<file path="config.mk">
export PLATFORM = sky130hd
export DESIGN_NAME = sdram_cmd_front
export DESIGN_NICKNAME = d
export VERILOG_FILES = /design/src/rtl/sdcmd_pkg.sv /design/src/rtl/sdcmd_decode.sv /design/src/rtl/sdcmd_bank.sv /design/src/rtl/sdcmd_refcnt.sv /design/src/rtl/sdram_cmd_front.sv
export SDC_FILE = /design/constraint.sdc
export NUM_CORES = 1
export LEC_CHECK = 0
export BUFFER_PORTS_ARGS = -buffer_cell sky130_fd_sc_hd__buf_4
export CAP_MARGIN = 20
export CORE_ASPECT_RATIO = 0.5
export CORE_MARGIN = 2
export CORE_UTILIZATION = 43
export CTS_CLUSTER_DIAMETER = 60
export DETAILED_ROUTE_END_ITERATION = 10
export PLACE_DENSITY = 0.69
export REMOVE_ABC_BUFFERS = 1
export SYNTH_ARGS = -nofsm -noshare
export SYNTH_HDL_FRONTEND = slang
export SYNTH_HIERARCHICAL = 1
export SYNTH_SLANG_ARGS = --single-unit
</file>
<file path="constraint.sdc">
create_clock -name clk -period 5.7 [get_ports clk]
set_input_delay 0.855 -clock clk [delete_from_list [all_inputs] [get_ports clk]]
set_output_delay 0.855 -clock clk [all_outputs]
set_load 0.1 [all_outputs]
</file>
<file path="src/rtl/sdcmd_pkg.sv">
package sdcmd_pkg;
  typedef enum logic [2:0] {
    CMD_NOP,
    CMD_ACT,
    CMD_RD,
    CMD_WR,
    CMD_PRE,
    CMD_REF
  } cmd_e;
endpackage

</file>
<file path="src/rtl/sdcmd_decode.sv">
module sdcmd_decode
  import sdcmd_pkg::*;
(
  input  logic clk,
  input  logic rst_n,
  input  logic cs_n,
  input  logic ras_n,
  input  logic cas_n,
  input  logic we_n,
  input  logic cke,
  output cmd_e cmd
);
  // clock enable seen at the previous edge gates decoding now
  logic cke_q;

  always_ff @(posedge clk) begin
    if (!rst_n) cke_q <= 1'b1;
    else        cke_q <= cke;
  end

  always_comb begin
    cmd = CMD_NOP;
    if (cke_q && !cs_n) begin
      unique case ({ras_n, cas_n, we_n})
        3'b011:  cmd = CMD_ACT;
        3'b101:  cmd = CMD_RD;
        3'b100:  cmd = CMD_WR;
        3'b010:  cmd = CMD_PRE;
        3'b001:  cmd = cke ? CMD_REF : CMD_NOP;
        default: cmd = CMD_NOP;
      endcase
    end
  end
endmodule

</file>
<file path="src/rtl/sdcmd_bank.sv">
module sdcmd_bank #(
  parameter int ROW_W     = 11,
  parameter int BURST_LEN = 4
) (
  input  logic             clk,
  input  logic             rst_n,
  input  logic             do_act,
  input  logic             do_rdwr,
  input  logic             ap_req,
  input  logic             do_close,
  input  logic [ROW_W-1:0] row_in,
  output logic             is_open,
  output logic [ROW_W-1:0] row_q
);
  localparam int CNT_W = (BURST_LEN > 1) ? $clog2(BURST_LEN) : 1;
  localparam logic [CNT_W-1:0] CNT_LOAD = CNT_W'(BURST_LEN - 1);

  logic             pend;
  logic [CNT_W-1:0] cnt;

  always_ff @(posedge clk) begin
    if (!rst_n) begin
      is_open <= 1'b0;
      pend    <= 1'b0;
      cnt     <= '0;
      row_q   <= '0;
    end else if (do_close) begin
      is_open <= 1'b0;
      pend    <= 1'b0;
    end else if (do_act) begin
      is_open <= 1'b1;
      row_q   <= row_in;
    end else if (do_rdwr) begin
      pend <= ap_req;
      cnt  <= CNT_LOAD;
    end else if (pend) begin
      if (cnt == '0) begin
        is_open <= 1'b0;
        pend    <= 1'b0;
      end else begin
        cnt <= cnt - 1'b1;
      end
    end
  end
endmodule

</file>
<file path="src/rtl/sdcmd_refcnt.sv">
module sdcmd_refcnt #(
  parameter int REF_W = 12
) (
  input  logic             clk,
  input  logic             rst_n,
  input  logic             step,
  output logic [REF_W-1:0] row
);
  always_ff @(posedge clk) begin
    if (!rst_n)    row <= '0;
    else if (step) row <= row + 1'b1;
  end
endmodule

</file>
<file path="src/rtl/sdram_cmd_front.sv">
module sdram_cmd_front
  import sdcmd_pkg::*;
#(
  parameter int ROW_W     = 11,
  parameter int COL_W     = 9,
  parameter int BURST_LEN = 4,
  parameter int REF_W     = 12
) (
  input  logic               clk,
  input  logic               rst_n,
  input  logic               cs_n,
  input  logic               ras_n,
  input  logic               cas_n,
  input  logic               we_n,
  input  logic               cke,
  input  logic               ba,
  input  logic [ROW_W-1:0]   addr,
  output logic               act_o,
  output logic               rd_o,
  output logic               wr_o,
  output logic               pre_o,
  output logic               ref_o,
  output logic               ap_o,
  output logic               bank_o,
  output logic [ROW_W-1:0]   addr_o,
  output logic [1:0]         bank_open_o,
  output logic [2*ROW_W-1:0] open_rows_o,
  output logic               illegal_o,
  output logic [REF_W-1:0]   ref_row_o
);
  localparam int NBANK  = 2;
  localparam int AP_BIT = ROW_W - 1;

  cmd_e cmd;
  logic tgt_open, is_rdwr, act_ok, rw_ok, bad, close_all;
  logic [NBANK-1:0] open_w;
  logic [ROW_W-1:0] row_w [NBANK];

  sdcmd_decode u_dec (
    .clk(clk), .rst_n(rst_n), .cs_n(cs_n), .ras_n(ras_n),
    .cas_n(cas_n), .we_n(we_n), .cke(cke), .cmd(cmd)
  );

  always_comb begin
    tgt_open  = open_w[ba];
    is_rdwr   = (cmd == CMD_RD) || (cmd == CMD_WR);
    act_ok    = (cmd == CMD_ACT) && !tgt_open;
    rw_ok     = is_rdwr && tgt_open;
    bad       = ((cmd == CMD_ACT) && tgt_open) || (is_rdwr && !tgt_open);
    close_all = (cmd == CMD_REF) || ((cmd == CMD_PRE) && addr[AP_BIT]);
  end

  for (genvar b = 0; b < NBANK; b++) begin : g_bank
    logic sel;
    assign sel = (ba == 1'(b));
    sdcmd_bank #(.ROW_W(ROW_W), .BURST_LEN(BURST_LEN)) u_bank (
      .clk     (clk),
      .rst_n   (rst_n),
      .do_act  (act_ok && sel),
      .do_rdwr (rw_ok && sel),
      .ap_req  (addr[AP_BIT]),
      .do_close(close_all || ((cmd == CMD_PRE) && sel)),
      .row_in  (addr),
      .is_open (open_w[b]),
      .row_q   (row_w[b])
    );
    assign open_rows_o[b*ROW_W +: ROW_W] = row_w[b];
  end

  assign bank_open_o = open_w;

  sdcmd_refcnt #(.REF_W(REF_W)) u_ref (
    .clk(clk), .rst_n(rst_n), .step(cmd == CMD_REF), .row(ref_row_o)
  );

  always_ff @(posedge clk) begin
    if (!rst_n) begin
      act_o     <= 1'b0;
      rd_o      <= 1'b0;
      wr_o      <= 1'b0;
      pre_o     <= 1'b0;
      ref_o     <= 1'b0;
      ap_o      <= 1'b0;
      bank_o    <= 1'b0;
      addr_o    <= '0;
      illegal_o <= 1'b0;
    end else begin
      act_o  <= act_ok;
      rd_o   <= rw_ok && (cmd == CMD_RD);
      wr_o   <= rw_ok && (cmd == CMD_WR);
      pre_o  <= (cmd == CMD_PRE);
      ref_o  <= (cmd == CMD_REF);
      ap_o   <= (rw_ok || (cmd == CMD_PRE)) && addr[AP_BIT];
      bank_o <= (act_ok || rw_ok || (cmd == CMD_PRE)) ? ba : 1'b0;
      if (act_ok)     addr_o <= addr;
      else if (rw_ok) addr_o <= ROW_W'(addr[COL_W-1:0]);
      else            addr_o <= '0;
      if (bad) illegal_o <= 1'b1;
    end
  end
endmodule

</file>
==> impl_metrics.yaml <==
run_status:
  status: "finished, final reports clean"
global_route:
  grt_pass1_wl_mm: 9.33
  grt_pass1_vias: 1992
  grt_max_degree: 41
  grt-ovfl-total: 0
  antenna_found_initial: 0
  grt_use_total: 0.182
drt:
  drt-total-wl_mm: 5.85
  drt-wirelength-per-cell_um: 13.5
  drc: 0
  via_per_inst: 5.07
  antenna_left: 0
  dr.pass1.iters: 4
  vias: 2190
  drtIter0Drc: 132
place:
  dp_hpwl_mm: 4.06
  globalplace.congestion: 0.804
  dp_cells: 416
  dpl_cell_area_um2: 3120
  place.port_buffers: 73
timing:
  maxSlewHeadroom: 0.332
  maxSlewViolCount: 0
  finalHoldViolCount: 0
  worst_pin_slew_ns: 0.992
  rsz0062_at_grt: "no"
  clock_skew_ns: 0.00703
  tns_ns: 0
  final.period_utilization: 0.609
  period_minus_slack_ns: 3.47
  finalSetupViolCount: 0
  clock.fmax_mhz: 288
cells_and_area:
  layout-drive-gt1-share: 0.270
  nNetsFinal: 376
  final_cell_mix: "73 x buf_4, 62 x dfxtp_1, 51 x nand2_1"
  stdcell_count: 432
  design_area_um2: 3450
  fill_cells: 475
  seq_area_um2: 1240
  mostFrequentLayoutCell: "buf_4"
  area_growth_pct: 36.7
  insertedDiodeCount: 0
  multi_input_area_um2: 1200
setup_path:
  cp-start-kind: "primary input"
  worstPathRequired_ns: 5.91
  worst_setup_path_end_kind: "flip-flop"
  path_max_fanout: 11
  critical_path_class: "in2reg"
  arrival_ns: 3.68
floorplan:
  die_w_um: 112
  ioPinCount: 74
  die_area_um2: 6540
  die_y_um: 58.2
  start_util: 0.452
  placementRows: 19
  coreArea_um2: 5590
synthesis:
  synth-seq-area-share: 0.491
  ys_ff_latch: 62
  netlist_area_um2: 2530
  synth-main-ff-cell: "dfxtp_1"
  syn_area_per_cell_um2: 9.12
  ys_types: 43
  postSynthCellCount: 277
  synth_warnings: 6
  synth_edf_count: 0
  async_flop_share: 0
power_and_ir_drop:
  p_seq_frac: 0.390
  pwr-share-comb: 0.086
  power_mw: 1.14
  clkPwrFrac: 0.523
  p_leak_nw: 1.46
  p_int_uw: 865
  power-per-cell-area_nw_per_um2: 329
  swShare: 0.240
  power.switching_uw: 273
  max-vdd-ir-drop_mv: 0.169
cts:
  tritoncts: "done"
  postCtsSetupBuffers: 0
  clkSinkCount: 62
  cts_buffers: 9
  hold_buffers: 0
  cts.path.max_buffers: 2
  cts_root_buf: "clkbuf_16"
  cts-resized-gates: 0
  cts_htree_levels: 3
  clk_pin_slew_ns: 0.06
  clock_latency_ns: 0.32
worst_hold_path:
  worstHoldPathType: "reg2reg"
run:
  maxCapViolations: 0
==> final timing paths <==
path	from	to	slack, ns	cells past startpoint
max reg2reg	u_dec/cke_q$_SDFF_PN1_	g_bank[0].u_bank/row_q[4]$_SDFFE_PN0P_	2.88	7
max	cas_n	g_bank[0].u_bank/row_q[4]$_SDFFE_PN0P_	2.23	8
min reg2reg	g_bank[0].u_bank/row_q[0]$_SDFFE_PN0P_	g_bank[0].u_bank/row_q[0]$_SDFFE_PN0P_	0.45	2
min	g_bank[0].u_bank/row_q[0]$_SDFFE_PN0P_	g_bank[0].u_bank/row_q[0]$_SDFFE_PN0P_	0.45	2
==> cell families after synthesis <==
kind of cell | share of synthesized area
fa+ha+maj | 0.0149
simple gates | 0.272
xor+xnor | 0.0139
flops | 0.491
compound gates | 0.141
mux | 0.0351
buf+inv | 0.0322
==> power groups by stage <==
| stage | combinational (mW) | sequential, mW | clock (mW) |
|---|---|---|---|
| floorplan | 0.0221 | 0.497 | 0 |
| global placement | 0.0970 | 0.453 | 0 |
| detailed placement | 0.0981 | 0.453 | 0 |
| CTS | 0.0984 | 0.444 | 0.607 |
| global route | 0.103 | 0.444 | 0.629 |
| finish | 0.0981 | 0.444 | 0.595 |
==> Yosys cell counts (all sizes together) (3+ instances only) <==
master | number | area [um2]
nand2b | 10 | 62.6
nand2 | 51 | 191
nor3 | 6 | 30.0
o21a | 3 | 22.5
nor4 | 3 | 18.8
o211a | 4 | 40.0
nand3b | 5 | 37.5
a21oi | 12 | 60.1
a21boi | 22 | 165
nor2 | 18 | 67.6
buf | 5 | 36.3
inv | 9 | 33.8
or3 | 3 | 18.8
o31ai | 3 | 22.5
nand4 | 3 | 31.3
nor2b | 4 | 25.0
ha | 3 | 37.5
xnor2 | 3 | 26.3
and2 | 13 | 81.3
mux2i | 5 | 62.6
or4 | 3 | 22.5
dfxtp | 62 | 1240
nand3 | 5 | 25.0
o21ai | 6 | 30.0
==> layout make-up <==
type,instances,area share
Sequential cell,62,0.359
Timing Repair Buffer,73,0.159
Clock inverter,6,0.0268
Tap cell,73,0.0264
Clock buffer,10,0.0692
Inverter,10,0.0109
Multi-Input combinational cell,198,0.349
==> flip-flops by register name, indices dropped and copies added, names as in the netlist, 2 cells and up <==
register,flops
g_bank.u_bank/is_open,2
u_ref/row,12
g_bank.u_bank/row_q,22
g_bank.u_bank/pend,2
g_bank.u_bank/cnt,4
addr_o,11
==> worst max-delay path, cell delays in order <==
cell	delay, ns
buf_4	0.12
or3_1	0.36
a21oi_1	0.51
nand2b_1	0.21
nor4_1	0.79
nand2b_1	0.54
nand2_1	0.20
a21boi_1	0.08
==> stage by stage <==
stage	utilization	setup WS [ns]	hold slack, ns
after floorplan	-	2.66	0.464
after global placement	0.559	2.10	0.443
after detailed placement	0.559	1.94	0.448
after CTS	0.618	2.26	0.456
after global routing	0.618	1.88	0.474
final	0.618	2.23	0.454
==> layer usage <==
layer,vias up,share of wire,routed length (um),track usage
li1,1100,-,-,-
met1,1031,0.47,2760,0.227
met2,57,0.47,2730,0.306
met3,2,0.058,339,0.0586
met4,0,0.0021,12,0.0575
met5,-,0,0,0
Note: power is estimated with default switching activity, not from simulation.
